==> config.mk <==
export PLATFORM = sky130hd
export DESIGN_NAME = core_cluster_ctrl
export DESIGN_NICKNAME = d
export VERILOG_FILES = /design/src/rtl/core_cluster_ctrl.sv
export SDC_FILE = /design/constraint.sdc
export NUM_CORES = 1
export LEC_CHECK = 0
export ABC_AREA = 0
export BUFFER_PORTS_ARGS = -buffer_cell sky130_fd_sc_hd__buf_2
export CORE_MARGIN = 2
export CORE_UTILIZATION = 35
export DETAILED_ROUTE_END_ITERATION = 10
export SYNTH_ARGS = -nofsm -noshare
export SYNTH_HDL_FRONTEND = slang
export SYNTH_SLANG_ARGS = --single-unit
==> constraint.sdc <==
create_clock -name clk -period 3.35 [get_ports clk]
set_clock_uncertainty 0.2 [all_clocks]
set_input_delay 0.1675 -clock clk [delete_from_list [all_inputs] [get_ports clk]]
set_output_delay 0.1675 -clock clk [all_outputs]
set_load 0.02 [all_outputs]
==> src/rtl/core_cluster_ctrl.sv <==
module core_cluster_ctrl #(
  parameter int FREQ_W     = 12,
  parameter int LOAD_W     = 8,
  parameter int CNT_W      = 4,
  parameter int SET_W      = 18,
  parameter int NMAIN      = 4,
  parameter int CAP        = 500,
  parameter int FMIN       = 50,
  parameter int FMAX       = 1500,
  parameter int SETTLE_MAX = 250000,
  localparam int CORE_W    = $clog2(NMAIN + 1)
) (
  input  logic              clk,
  input  logic              rst_n,
  input  logic              sample_valid,
  input  logic [FREQ_W-1:0] req_freq,
  input  logic [LOAD_W-1:0] load,
  input  logic [LOAD_W-1:0] up_thr,
  input  logic [LOAD_W-1:0] dn_thr,
  input  logic [CNT_W-1:0]  persist,
  input  logic [FREQ_W-1:0] hyst,
  input  logic [SET_W-1:0]  settle,
  output logic              comp_pwr_en,
  output logic [NMAIN-1:0]  main_pwr_en,
  output logic              comp_run,
  output logic              main_run,
  output logic [FREQ_W-1:0] freq_out,
  output logic [1:0]        mode,
  output logic [CORE_W-1:0] active_cores
);

  localparam logic [FREQ_W-1:0] CAP_V  = FREQ_W'(CAP);
  localparam logic [FREQ_W-1:0] FMIN_V = FREQ_W'(FMIN);
  localparam logic [FREQ_W-1:0] FMAX_V = FREQ_W'(FMAX);
  localparam logic [SET_W-1:0]  SMAX_V = SET_W'(SETTLE_MAX);
  localparam logic [CORE_W-1:0] NMAX_V = CORE_W'(NMAIN);

  typedef enum logic [1:0] {S_COMP, S_SETTLE, S_XFER, S_MAIN} st_t;

  st_t               st;
  logic              to_main;
  logic [CORE_W-1:0] ncores;
  logic [CNT_W-1:0]  up_cnt, dn_cnt;
  logic [SET_W-1:0]  settle_cnt;
  logic [FREQ_W-1:0] tgt_freq, freq_q;

  function automatic logic [FREQ_W-1:0] clip(input logic [FREQ_W-1:0] f,
                                             input logic [FREQ_W-1:0] hi);
    if (f < FMIN_V) return FMIN_V;
    if (f > hi) return hi;
    return f;
  endfunction

  logic [SET_W-1:0] settle_eff;
  logic [CNT_W:0]   pe;
  logic             go_up, go_dn, up_hit, dn_hit, up_fire, dn_fire;

  assign settle_eff = (settle > SMAX_V) ? SMAX_V : settle;
  assign pe         = (persist == '0) ? (CNT_W+1)'(1) : {1'b0, persist};
  assign go_up      = req_freq > CAP_V;
  assign go_dn      = ({1'b0, req_freq} + {1'b0, hyst}) <= {1'b0, CAP_V};
  assign up_hit     = (load >= up_thr) && (ncores < NMAX_V);
  assign dn_hit     = !up_hit && (load <= dn_thr) && (ncores > CORE_W'(1));
  assign up_fire    = ({1'b0, up_cnt} + (CNT_W+1)'(1)) >= pe;
  assign dn_fire    = ({1'b0, dn_cnt} + (CNT_W+1)'(1)) >= pe;

  always_ff @(posedge clk or negedge rst_n) begin
    if (!rst_n) begin
      st         <= S_COMP;
      to_main    <= 1'b0;
      ncores     <= '0;
      up_cnt     <= '0;
      dn_cnt     <= '0;
      settle_cnt <= '0;
      tgt_freq   <= FMIN_V;
      freq_q     <= FMIN_V;
    end else begin
      case (st)
        S_COMP: if (sample_valid) begin
          if (go_up) begin
            st         <= S_SETTLE;
            to_main    <= 1'b1;
            ncores     <= CORE_W'(1);
            settle_cnt <= settle_eff;
            tgt_freq   <= clip(req_freq, FMAX_V);
          end else begin
            freq_q <= clip(req_freq, CAP_V);
          end
        end
        S_SETTLE: begin
          if (settle_cnt <= SET_W'(1)) st <= S_XFER;
          else settle_cnt <= settle_cnt - SET_W'(1);
        end
        S_XFER: begin
          st     <= to_main ? S_MAIN : S_COMP;
          freq_q <= tgt_freq;
          up_cnt <= '0;
          dn_cnt <= '0;
          if (!to_main) ncores <= '0;
        end
        S_MAIN: if (sample_valid) begin
          if (go_dn) begin
            st         <= S_SETTLE;
            to_main    <= 1'b0;
            settle_cnt <= settle_eff;
            tgt_freq   <= clip(req_freq, CAP_V);
          end else begin
            freq_q <= clip(req_freq, FMAX_V);
            if (up_hit) begin
              dn_cnt <= '0;
              if (up_fire) begin
                ncores <= ncores + CORE_W'(1);
                up_cnt <= '0;
              end else begin
                up_cnt <= up_cnt + CNT_W'(1);
              end
            end else if (dn_hit) begin
              up_cnt <= '0;
              if (dn_fire) begin
                ncores <= ncores - CORE_W'(1);
                dn_cnt <= '0;
              end else begin
                dn_cnt <= dn_cnt + CNT_W'(1);
              end
            end else begin
              up_cnt <= '0;
              dn_cnt <= '0;
            end
          end
        end
        default: st <= S_COMP;
      endcase
    end
  end

  for (genvar i = 0; i < NMAIN; i++) begin : g_gate
    assign main_pwr_en[i] = ncores > CORE_W'(i);
  end

  assign comp_pwr_en  = st != S_MAIN;
  assign comp_run     = (st == S_COMP) || (st == S_SETTLE && to_main);
  assign main_run     = (st == S_MAIN) || (st == S_SETTLE && !to_main);
  assign freq_out     = freq_q;
  assign mode         = (st == S_COMP) ? 2'd0 : (st == S_MAIN) ? 2'd1 : 2'd2;
  assign active_cores = ncores;

endmodule

==> reports/results.ini, run 1 <==
[synthesis]
yosys_warnings=0
seq_area_frac_synth=0.282
synth_flop_cell=dfrtp_1
synth-edff-count=0
syn-num-nets=709
syn-mean-instance-area_sq_um=8.54
synth_top_area_share=0.250
synthCells=586
ys_top_cells_by_area=dfrtp_1 25%, ha_1 12%, mux2_1 4.3%
synthArstFlopShare=1.00
synth_area_sq_um=5000
yosysTopAreaCell=dfrtp_1
yosys_register_bits=56
synth.distinct_cells=78

[global_routing]
gr-usage-met1=0.236
grt-busiest-layer=met2
grt_use_met3=0.0220
antenna_found_initial=0
grt_usage=0.182
grt.overflow.total=0
grt_pass1_vias=4728
use_met2=0.318
grt_first_pass_wirelength_um=22400
grt_max_degree=40

[routing]
firstDrtPassIters=5
drt_iter0_markers=242
vias_per_cell=5.60
routed_wl_um=13800
drc=0
final_antenna_net_count=0
num_vias=4887
wl_per_cell_um=15.8

[layout]
final_cell_mix=96 x buf_2, 57 x nand2_1, 50 x dfrtp_1, 49 x ha_1, 48 x inv_1
diodes=0
area_growth_pct=19.3
layout_commonest_cell=buf_2
drive_gt1_frac=0.224
fin_nets=814

[outcome]
violations=negative hold slack
outcome=finished with violations

[worst_setup_path]
cp_slowest_cell=fa_1
cp.buffers_inverters=2
cp.required_ps=3320
slowest_delay_ps=410
critical_path_class=in2reg
crit_top_cell=a211o_1
start_kind=input pin
cp_top_family=compound AO/OA/AOI/OAI gates
arrival_ps=2960
cp_max_fo=21
cp_cell_sequence=buf_2 -> ha_1 -> fa_1 -> a211oi_2 -> and4bb_1 -> a211o_1 -> nor3_4 -> nor2_1 -> a211o_1 -> buf_12 -> nor4_1 -> a221oi_1
worstSetupEndpointType=register

[power_and_ir_drop]
p_leak_nw=2.85
pwr-share-comb=0.586
pwr-share-seq=0.285
sw_frac_of_total=0.457
vdd_drop_max_uv=385
p_sw_mw=1.94
p_clk_frac=0.129
total_power_mw=4.24
power.density_nw_per_um2=710
p_int_mw=2.30

[sta]
drv_slew=0
tightest_slew_ps=955
setup_viol=0
slew_headroom=0.363
rsz0062_at_grt=false
hold_viol=2
period_needed_ps=2990
holdWs_ps=-7.78
min_period_over_period=0.892
tns_ps=0
max_freq_mhz=335

[cts]
root_buffer=clkbuf_16
numCtsBuffers=5
clkTransAtPathRegs_ps=80
cts_resized=0
htree_levels=2
cts.path.max_buffers=2
clk_latency_ps=300
cts_tree=yes
cts_sinks=56

[die]
die-area_sq_um=15300
die_width_um=124
fp.dieH_um=124
start_util=0.359
rows=43
core_sq_um=13900
ios=97

[placed_design]
hpwl_um=10800
gp_congestion=0.905
portBuffers=96

[min_path]
holdCritPathClass=in2reg

[flow_run]
max-cap-violations=0

==> final timing paths <==
path / start / to / slack, ps / cells after the start
worst max-delay path: req_freq[0] / settle_cnt[12] / 360 / 12
worst min-delay path: settle[3] / settle_cnt[3] / -8 / 3
worst max register to register: settle_cnt[2] / settle_cnt[15] / 640 / 9
worst min register to register: freq_out[2] / freq_out[2] / 290 / 1
max in group asynchronous: rst_n / settle_cnt[2] / 1760 / 3
min in group asynchronous: rst_n / freq_out[7] / 350 / 2
==> cell families (layout without fill, tap and decap cells) <==
family	after synthesis	in the layout	synth area share
AND/OR/NAND/NOR	194	194	0.194
AO/OA/AOI/OAI	165	165	0.237
buffers and inverters	71	177	0.0567
flip-flops	56	56	0.281
adder cells (fa/ha/maj)	50	50	0.127
multiplexers	40	40	0.0862
XOR/XNOR	10	10	0.0175
==> cells in the mapped netlist (4+ instances only) <==
| master | number |
|---|---|
| nand2_1 | 57 |
| dfrtp_1 | 50 |
| ha_1 | 49 |
| inv_1 | 48 |
| nor2_1 | 42 |
| o21ai_0 | 35 |
| a21oi_1 | 30 |
| nand3_1 | 21 |
| mux2_1 | 19 |
| mux2i_1 | 15 |
| clkbuf_1 | 14 |
| nor3_1 | 14 |
| a21o_1 | 13 |
| nand4_1 | 9 |
| nand2b_1 | 7 |
| nor4_1 | 7 |
| dfstp_2 | 6 |
| mux2_2 | 6 |
| o31ai_1 | 6 |
| xor2_1 | 6 |
| a221o_1 | 5 |
| a22o_1 | 5 |
| a31o_2 | 5 |
| a31oi_1 | 5 |
| buf_2 | 5 |
| nand3b_1 | 5 |
| nor2b_1 | 5 |
| o221ai_1 | 5 |
| a211o_1 | 4 |
| a32o_1 | 4 |
| nor3b_1 | 4 |
| o211ai_1 | 4 |
| o22ai_1 | 4 |
| xnor2_1 | 4 |
==> per-stage QoR <==
step	setup WS (ps)	cells	hold WS (ps)	instance area, sq um	util
2_1_floorplan	282	586	-328	5000	-
3_3_place_gp	83.8	862	151	5800	0.416
3_5_place_dp	30.0	862	164	5800	0.416
4_1_cts	341	872	0.940	5970	0.428
5_1_grt	247	872	20.5	5970	0.428
6_report	361	872	-7.78	5970	0.428
==> state kept, by name (all words and copies together), names as in the netlist <==
signal and flops:
up_cnt 4, settle_cnt 18, to_main 1, freq_out 12, st 2, tgt_freq 12
dn_cnt 4, active_cores 3
==> area by class of cell <==
cell class              count  area (sq um)
clock inverters             3          23.8
repair buffers            120           691
flip-flops and latches     56          1410
well taps                 180           225
fillers                  1362          7970
inverters                  49           184
clock buffers               5           125
multi-input cells         459          3310
==> worst min-delay path: cells and delay by family <==
family / cells / cell delay (ps)
compound gates: 2 / 190
buf+inv: 1 / 90
==> metal layers <==
| layer | wire length, um | part of all wire |
|---|---|---|
| met1 | 6220 | 0.45 |
| met2 | 6550 | 0.48 |
| met5 | 0 | 0 |
| met3 | 785 | 0.057 |
| met4 | 202 | 0.015 |
==> repair_timing <==
item                                   CTS  global route
buffers inserted                         0             0
endpoints found under the hold margin   33             0
hold buffers                             2             0
==> power by group through the flow <==
| stage | registers [mW] | clock network (mW) | logic [mW] |
|---|---|---|---|
| floorplan | 1.26 | 0 | 1.67 |
| global placement | 1.21 | 0 | 2.45 |
| detailed placement | 1.21 | 0 | 2.49 |
| CTS | 1.20 | 0.561 | 2.49 |
| global route | 1.24 | 0.588 | 2.76 |
| finish | 1.21 | 0.547 | 2.48 |
No activity file was read; power rests on OpenSTA's default activity.
==> inputs of run 2 (changes only) <==
--- a/config.mk
+++ b/config.mk
@@ -8,8 +8,9 @@
 export ABC_AREA = 0
 export BUFFER_PORTS_ARGS = -buffer_cell sky130_fd_sc_hd__buf_2
 export CORE_MARGIN = 2
-export CORE_UTILIZATION = 35
+export CORE_UTILIZATION = 50
 export DETAILED_ROUTE_END_ITERATION = 10
+export PLACE_DENSITY = 0.73
 export SYNTH_ARGS = -nofsm -noshare
 export SYNTH_HDL_FRONTEND = slang
 export SYNTH_SLANG_ARGS = --single-unit
==> run 2 against run 1 <==
The flow now finishes without violations. Final cell count fell by 4.9%. Sequential power about the same. Die area fell by 29%. Clock power fell by 4.6%. Largest power group unchanged. Utilization up 18 points. Wire length decreased by 1.9%. Combinational power about the same. Global-route usage grew 6.8 points. Count of clock-buffer cells in the layout is 1 higher. Register-to-register slack worse by 70 ps.
==> reports/results.ini, run 2 (synthesis results as in run 1) <==
[power_and_ir_drop]
pwr-share-comb=0.591  ; +0.005
p_clk_frac=0.123  ; -0.006
p_int_mw=2.31  ; +0.55%
pwr-share-seq=0.285  ; about the same
p_sw_mw=1.92  ; -1.0%
p_leak_nw=2.87  ; +0.46%
vdd_drop_max_uv=346  ; -10%
sw_frac_of_total=0.453  ; -0.00386
total_power_mw=4.23  ; -0.16%
power.density_nw_per_um2=715  ; +0.73%

[cts]
clk_latency_ps=310  ; about the same
root_buffer=clkbuf_8
htree_levels=2  ; unchanged
numCtsBuffers=5  ; unchanged
cts_sinks=56  ; unchanged
cts.path.max_buffers=2  ; unchanged
postCtsSetupBuffers=0  ; unchanged
cts_tree=yes
clkTransAtPathRegs_ps=100  ; +20 ps

[placed_design]
hpwl_um=10400  ; -3.1%
portBuffers=96  ; unchanged
gp_congestion=0.908  ; +0.29%
dp_worst_setup_slack_ps=33.5  ; +3.44 ps

[worst_setup_path]
r2r_cells=9  ; unchanged
cp_max_fo=14  ; -33%
worstSetupEndpointType=register
cp.buffers_inverters=2  ; unchanged
cp.required_ps=3360  ; +40 ps
r2r-start=settle_cnt[2]
start_kind=input pin
cp_slowest_cell=fa_1
rrSetupSlack_ps=570  ; -70 ps
arrival_ps=2990  ; +30 ps
critical_path_class=in2reg
rr_endpoint=settle_cnt[15]
slowest_delay_ps=420  ; about the same
cp_cell_sequence=buf_2 -> ha_1 -> fa_1 -> a211oi_2 -> nor2_1 -> xnor2_1 -> a2111oi_2 -> and4_1 -> a211o_1 -> buf_4 -> o21ai_0 -> a221o_1
cp_top_family=compound AO/OA/AOI/OAI gates

[global_routing]
grt_max_degree=29  ; -28%
antenna_found_initial=0  ; unchanged
grt_first_pass_wirelength_um=22800  ; +1.7%
grt_usage=0.250  ; +0.0682
grt_pass1_vias=4905  ; +3.7%
grt.overflow.total=0  ; unchanged

[die]
fp.dieH_um=104  ; -16%
start_util=0.514  ; +0.155
ios=97  ; unchanged
die_width_um=104  ; -16%
die-area_sq_um=10800  ; -29%
core_sq_um=9730  ; -30%
rows=36  ; -16%

[routing]
drc=0  ; unchanged
drt_iter0_markers=283  ; +17%
firstDrtPassIters=6  ; +1
vias_per_cell=5.98  ; +6.7%
routed_wl_um=13500  ; -1.9%
wl_per_cell_um=16.3  ; +3.1%
num_vias=4958  ; +1.5%
final_antenna_net_count=0  ; unchanged

[layout]
fill_cells=895  ; -34%
fin_nets=818  ; +0.49%
drive_gt1_frac=0.224  ; about the same
utilization=0.608  ; +0.180
largest_register_ffs=18  ; unchanged
regMostFlops=settle_cnt
diodes=0  ; unchanged
final_cell_mix=96 x buf_2, 57 x nand2_1, 50 x dfrtp_1, 49 x ha_1, 48 x inv_1
area_growth_pct=18.2
layout_commonest_cell=buf_2

[sta]
fin_ws_ps=363  ; +2.23 ps
holdWs_ps=11.6  ; +19.4 ps
tns_ps=0  ; unchanged
drv_slew=0  ; unchanged
setup_viol=0  ; unchanged
max_freq_mhz=335  ; about the same
slew_headroom=0.555  ; +0.191
period_needed_ps=2990  ; -2.23 ps
tightest_slew_ps=668  ; -287 ps
hold_viol=0  ; -2
min_period_over_period=0.892  ; about the same
rsz0062_at_grt=false

[min_path]
hold_start=settle[5]
holdPathEnd=settle_cnt[5]
holdPathStages=3  ; unchanged
holdCritPathClass=in2reg

[flow_run]
max-cap-violations=0  ; unchanged

[outcome]
outcome=finished, final reports clean

[run 2: power by group through the flow]
stage               clock, mW  sequential (mW)  combinational [mW]
CTS                     0.533             1.20                2.50
finish                  0.522             1.21                2.50
detailed placement          0             1.21                2.49
floorplan                   0             1.26                1.67
global route            0.558             1.25                2.75
global placement            0             1.20                2.40
[run 2: repair_timing]
action,in CTS,in global routing
resized for setup,0,0
hold endpoints to repair,25,0
hold buffers,4,0
[run 2: how the worst max path moves through the flow]
stage	from	endpoint	slack, ps	cells past startpoint
6_report	req_freq[0]	settle_cnt[11]	360	12
3_5_place_dp	req_freq[0]	settle_cnt[11]	30	12
3_3_place_gp	req_freq[0]	settle_cnt[9]	110	11
4_1_cts	req_freq[0]	settle_cnt[11]	370	12
2_1_floorplan	req_freq[0]	settle_cnt[10]	280	11
5_1_grt	req_freq[0]	settle_cnt[11]	170	12
[run 2: per-stage QoR]
stage,instance area (sq um),instances
after CTS,5920,829
after global routing,5920,829
final,5920,829
after detailed placement,5740,817
after global placement,5740,817
after floorplan,5000,586
[run 2: worst min-delay path, delay by kind of cell]
kind | cells | cell delay (ps)
AO/OA/AOI/OAI | 2 | 220
buffers and inverters | 1 | 110
[run 2: cell type report]
cell class,count,area (sq um),share of cell area
multi-input cells,459,3310,0.560
well taps,133,166,0.0281
inverters,49,184,0.0311
flip-flops and latches,56,1410,0.238
repair buffers,124,713,0.121
clock inverters,2,60.1,0.0102
clock buffers,6,72.6,0.0123
[run 2: per-layer routing]
| metal | global-route usage | share of wire | vias up |
|---|---|---|---|
| met5 | 0 | 0 | - |
| met4 | 0.0792 | 0.016 | 0 |
| met3 | 0.0439 | 0.065 | 22 |
| met2 | 0.429 | 0.48 | 199 |
| met1 | 0.321 | 0.44 | 2349 |
| li1 | - | - | 2388 |
==> inputs of run 3 (changes only) <==
--- a/config.mk
+++ b/config.mk
@@ -5,7 +5,7 @@
 export SDC_FILE = /design/constraint.sdc
 export NUM_CORES = 1
 export LEC_CHECK = 0
-export ABC_AREA = 0
+export ABC_AREA = 1
 export BUFFER_PORTS_ARGS = -buffer_cell sky130_fd_sc_hd__buf_2
 export CORE_MARGIN = 2
 export CORE_UTILIZATION = 50
==> run 3 against run 2 <==
Combinational power shrank 5%. Global-route usage shrank 1.2 points. Non-clock buffer count shrank 10. Area after synthesis rose by 8.0%. Critical endpoint is now main_run. Register-to-register slack gained 250 ps. Setup slack improved by 320 ps. Critical path type is now reg2out. Final area grew 4.0%. Sequential share of layout area decreased by 0.92 points. Worst hold slack better by 20 ps. Highest routed layer unchanged. Flip-flop and latch count stayed put. Final cell count is 27% higher.
==> reports/results.ini, run 3 <==
[outcome]
outcome=finished, final reports clean

[routing]
routed_wl_um=13600  ; +0.62%
drc=0  ; unchanged
drt_iter0_markers=423  ; +49%
num_vias=5449  ; +9.9%
firstDrtPassIters=5  ; -1
wl_per_cell_um=12.9  ; -21%
final_antenna_net_count=0  ; unchanged
vias_per_cell=5.18  ; -13%

[die]
rows=37  ; +2.8%
die-area_sq_um=11700  ; +7.6%
die_width_um=108  ; +3.8%
start_util=0.519  ; +0.00428
fp.dieH_um=108  ; +3.8%
ios=97  ; unchanged
core_sq_um=10400  ; +7.1%

[synthesis]
synth_flop_cell=dfrtp_1
ys_top_cells_by_area=dfrtp_1 23%, nand2_1 19%, ha_1 11%
synth_top_area_share=0.232  ; -0.0184
synthCells=817  ; +39%
synth_area_sq_um=5400  ; +8.0%
yosysTopAreaCell=dfrtp_1
yosys_warnings=0  ; unchanged
syn-mean-instance-area_sq_um=6.61  ; -23%
seq_area_frac_synth=0.261  ; -0.0207
synth-edff-count=0  ; unchanged
synth.distinct_cells=45  ; -42%
syn-num-nets=940  ; +33%
synthTopCellsByCount=270 x nand2_1, 107 x inv_1, 72 x nor2_1
synthArstFlopShare=1.00  ; unchanged
post-synth-top-count-cell=nand2_1
yosys_register_bits=56  ; unchanged

[layout]
stdcell_area_sq_um=6160  ; +4.0%
diodes=0  ; unchanged
fin_nets=1037  ; +27%
regMostFlops=settle_cnt
layout_commonest_cell=nand2_1
drive_gt1_frac=0.181  ; -0.0427
utilization=0.591  ; -0.0172
final_cell_mix=270 x nand2_1, 107 x inv_1, 96 x buf_2, 72 x nor2_1, 52 x nand3_1
largest_register_ffs=18  ; unchanged
area_growth_pct=13.9

[cts]
cts.path.max_buffers=2  ; unchanged
htree_levels=2  ; unchanged
numCtsBuffers=5  ; unchanged
clk_latency_ps=320  ; about the same
cts_sinks=56  ; unchanged
postCtsSetupBuffers=0  ; unchanged
root_buffer=clkbuf_8
cts_tree=yes
clkTransAtPathRegs_ps=110  ; about the same

[sta]
hold_viol=0  ; unchanged
rsz0062_at_grt=false
min_period_over_period=0.795  ; -0.0963
period_needed_ps=2660  ; -323 ps
setup_viol=0  ; unchanged
drv_slew=0  ; unchanged
fin_ws_ps=685  ; +323 ps
tns_ps=0  ; unchanged
max_freq_mhz=375  ; +12%
tightest_slew_ps=590  ; -78.2 ps
slew_headroom=0.607  ; +0.0521

[global_routing]
gr-usage-met1=0.328  ; +0.00717
grt_max_degree=32  ; +10%
grt_first_pass_wirelength_um=22700  ; -0.51%
use_met2=0.397  ; -0.0319
antenna_found_initial=0  ; unchanged
grt_use_met3=0.0301  ; -0.0137
grt.overflow.total=0  ; unchanged
grt-busiest-layer=met2
grt_usage=0.238  ; -0.0124
grt_pass1_vias=5041  ; +2.8%

[worst_setup_path]
r2r_cells=8  ; -1
cp_max_fo=20  ; +6
cp.required_ps=2980  ; -380 ps
worstSetupEndpointType=primary output
critical_path_class=reg2out
start_kind=register
arrival_ps=2300  ; -690 ps

[power_and_ir_drop]
power.density_nw_per_um2=648  ; -9.4%
vdd_drop_max_uv=573  ; +66%
p_leak_nw=3.49  ; +22%

[placed_design]
gp_congestion=0.902  ; -0.57%
placed_area_sq_um=5990  ; +4.2%
hpwl_um=10500  ; +0.48%
dp_worst_setup_slack_ps=556  ; +522 ps
portBuffers=96  ; unchanged

[min_path]
holdPathStages=5  ; +2
holdCritPathClass=in2reg

[flow_run]
max-cap-violations=0  ; unchanged

run 3: changes by cell type in the layout (fill, tap and decap cells not counted), sizes merged, moves of 11 or more:
cell / change
nand2: +233
inv: +60
nand3: +35
nand4: +34
nor2: +32
mux2: -25
buf: -14
a21o: -13
mux2i: -13
a21oi: -11
nor3: -11
run 3: worst max-delay path, stage by stage, from the launching register on:
cell	delay, ps
dfrtp_1	450
inv_1	100
ha_1	530
inv_1	200
buf_4	260
o21ai_0	230
buf_2	210
run 3: path summary, 6_finish.rpt:
| check | to | from | slack [ps] |
|---|---|---|---|
| min | settle_cnt[5] | settle[5] | 30 |
| max in group asynchronous | tgt_freq[1] | rst_n | 2080 |
| min reg2reg | freq_out[5] | freq_out[5] | 270 |
| max | main_run | st[1] | 690 |
| max reg2reg | freq_out[3] | st[1] | 820 |
| min in group asynchronous | freq_out[11] | rst_n | 160 |
run 3: power breakdown:
part / internal [mW] / switching (mW)
combinational: 0.834 / 1.54
sequential: 0.986 / 0.242
clock: 0.147 / 0.240
run 3: layout make-up:
type                            count  area [sq um]
Clock buffer                        5          68.8
Clock inverter                      3          18.8
Fill cell                        1035          4260
Inverter                          109           409
Multi-Input combinational cell    628          3440
Sequential cell                    56          1410
Tap cell                          136           170
Timing Repair Buffer              114           636
run 3: metal layers:
metal / wire [um] / share of wire / up-vias
met4: 180 / 0.013 / 0
met3: 818 / 0.060 / 13
li1: - / - / 2841
met1: 6520 / 0.48 / 2418
met2: 6060 / 0.45 / 177
met5: 0 / 0 / -
run 3: per-stage QoR:
step,power [mW],hold slack (ps),std cells
floorplan,3.04,-328,817
global placement,3.56,11.3,1035
detailed placement,3.59,11.1,1035
CTS,3.99,30.2,1051
global route,4.35,35.1,1051
finish,3.99,31.6,1051
run 3: what timing repair did:
| action | CTS | global route |
|---|---|---|
| resized for setup | 0 | 0 |
| hold buffers | 8 | 0 |
| endpoints found under the setup margin | 0 | 0 |
| endpoints found under the hold margin | 27 | 0 |
run 3: kinds of logic (layout without fill, tap and decap cells):
group | Yosys count | after routing | synth area share
fa+ha+maj | 50 | 50 | 0.117
buf+inv | 133 | 231 | 0.102
compound gates | 91 | 91 | 0.110
flops | 56 | 56 | 0.261
mux | 2 | 2 | 0.00371
simple gates | 472 | 472 | 0.386
xor+xnor | 13 | 13 | 0.0211
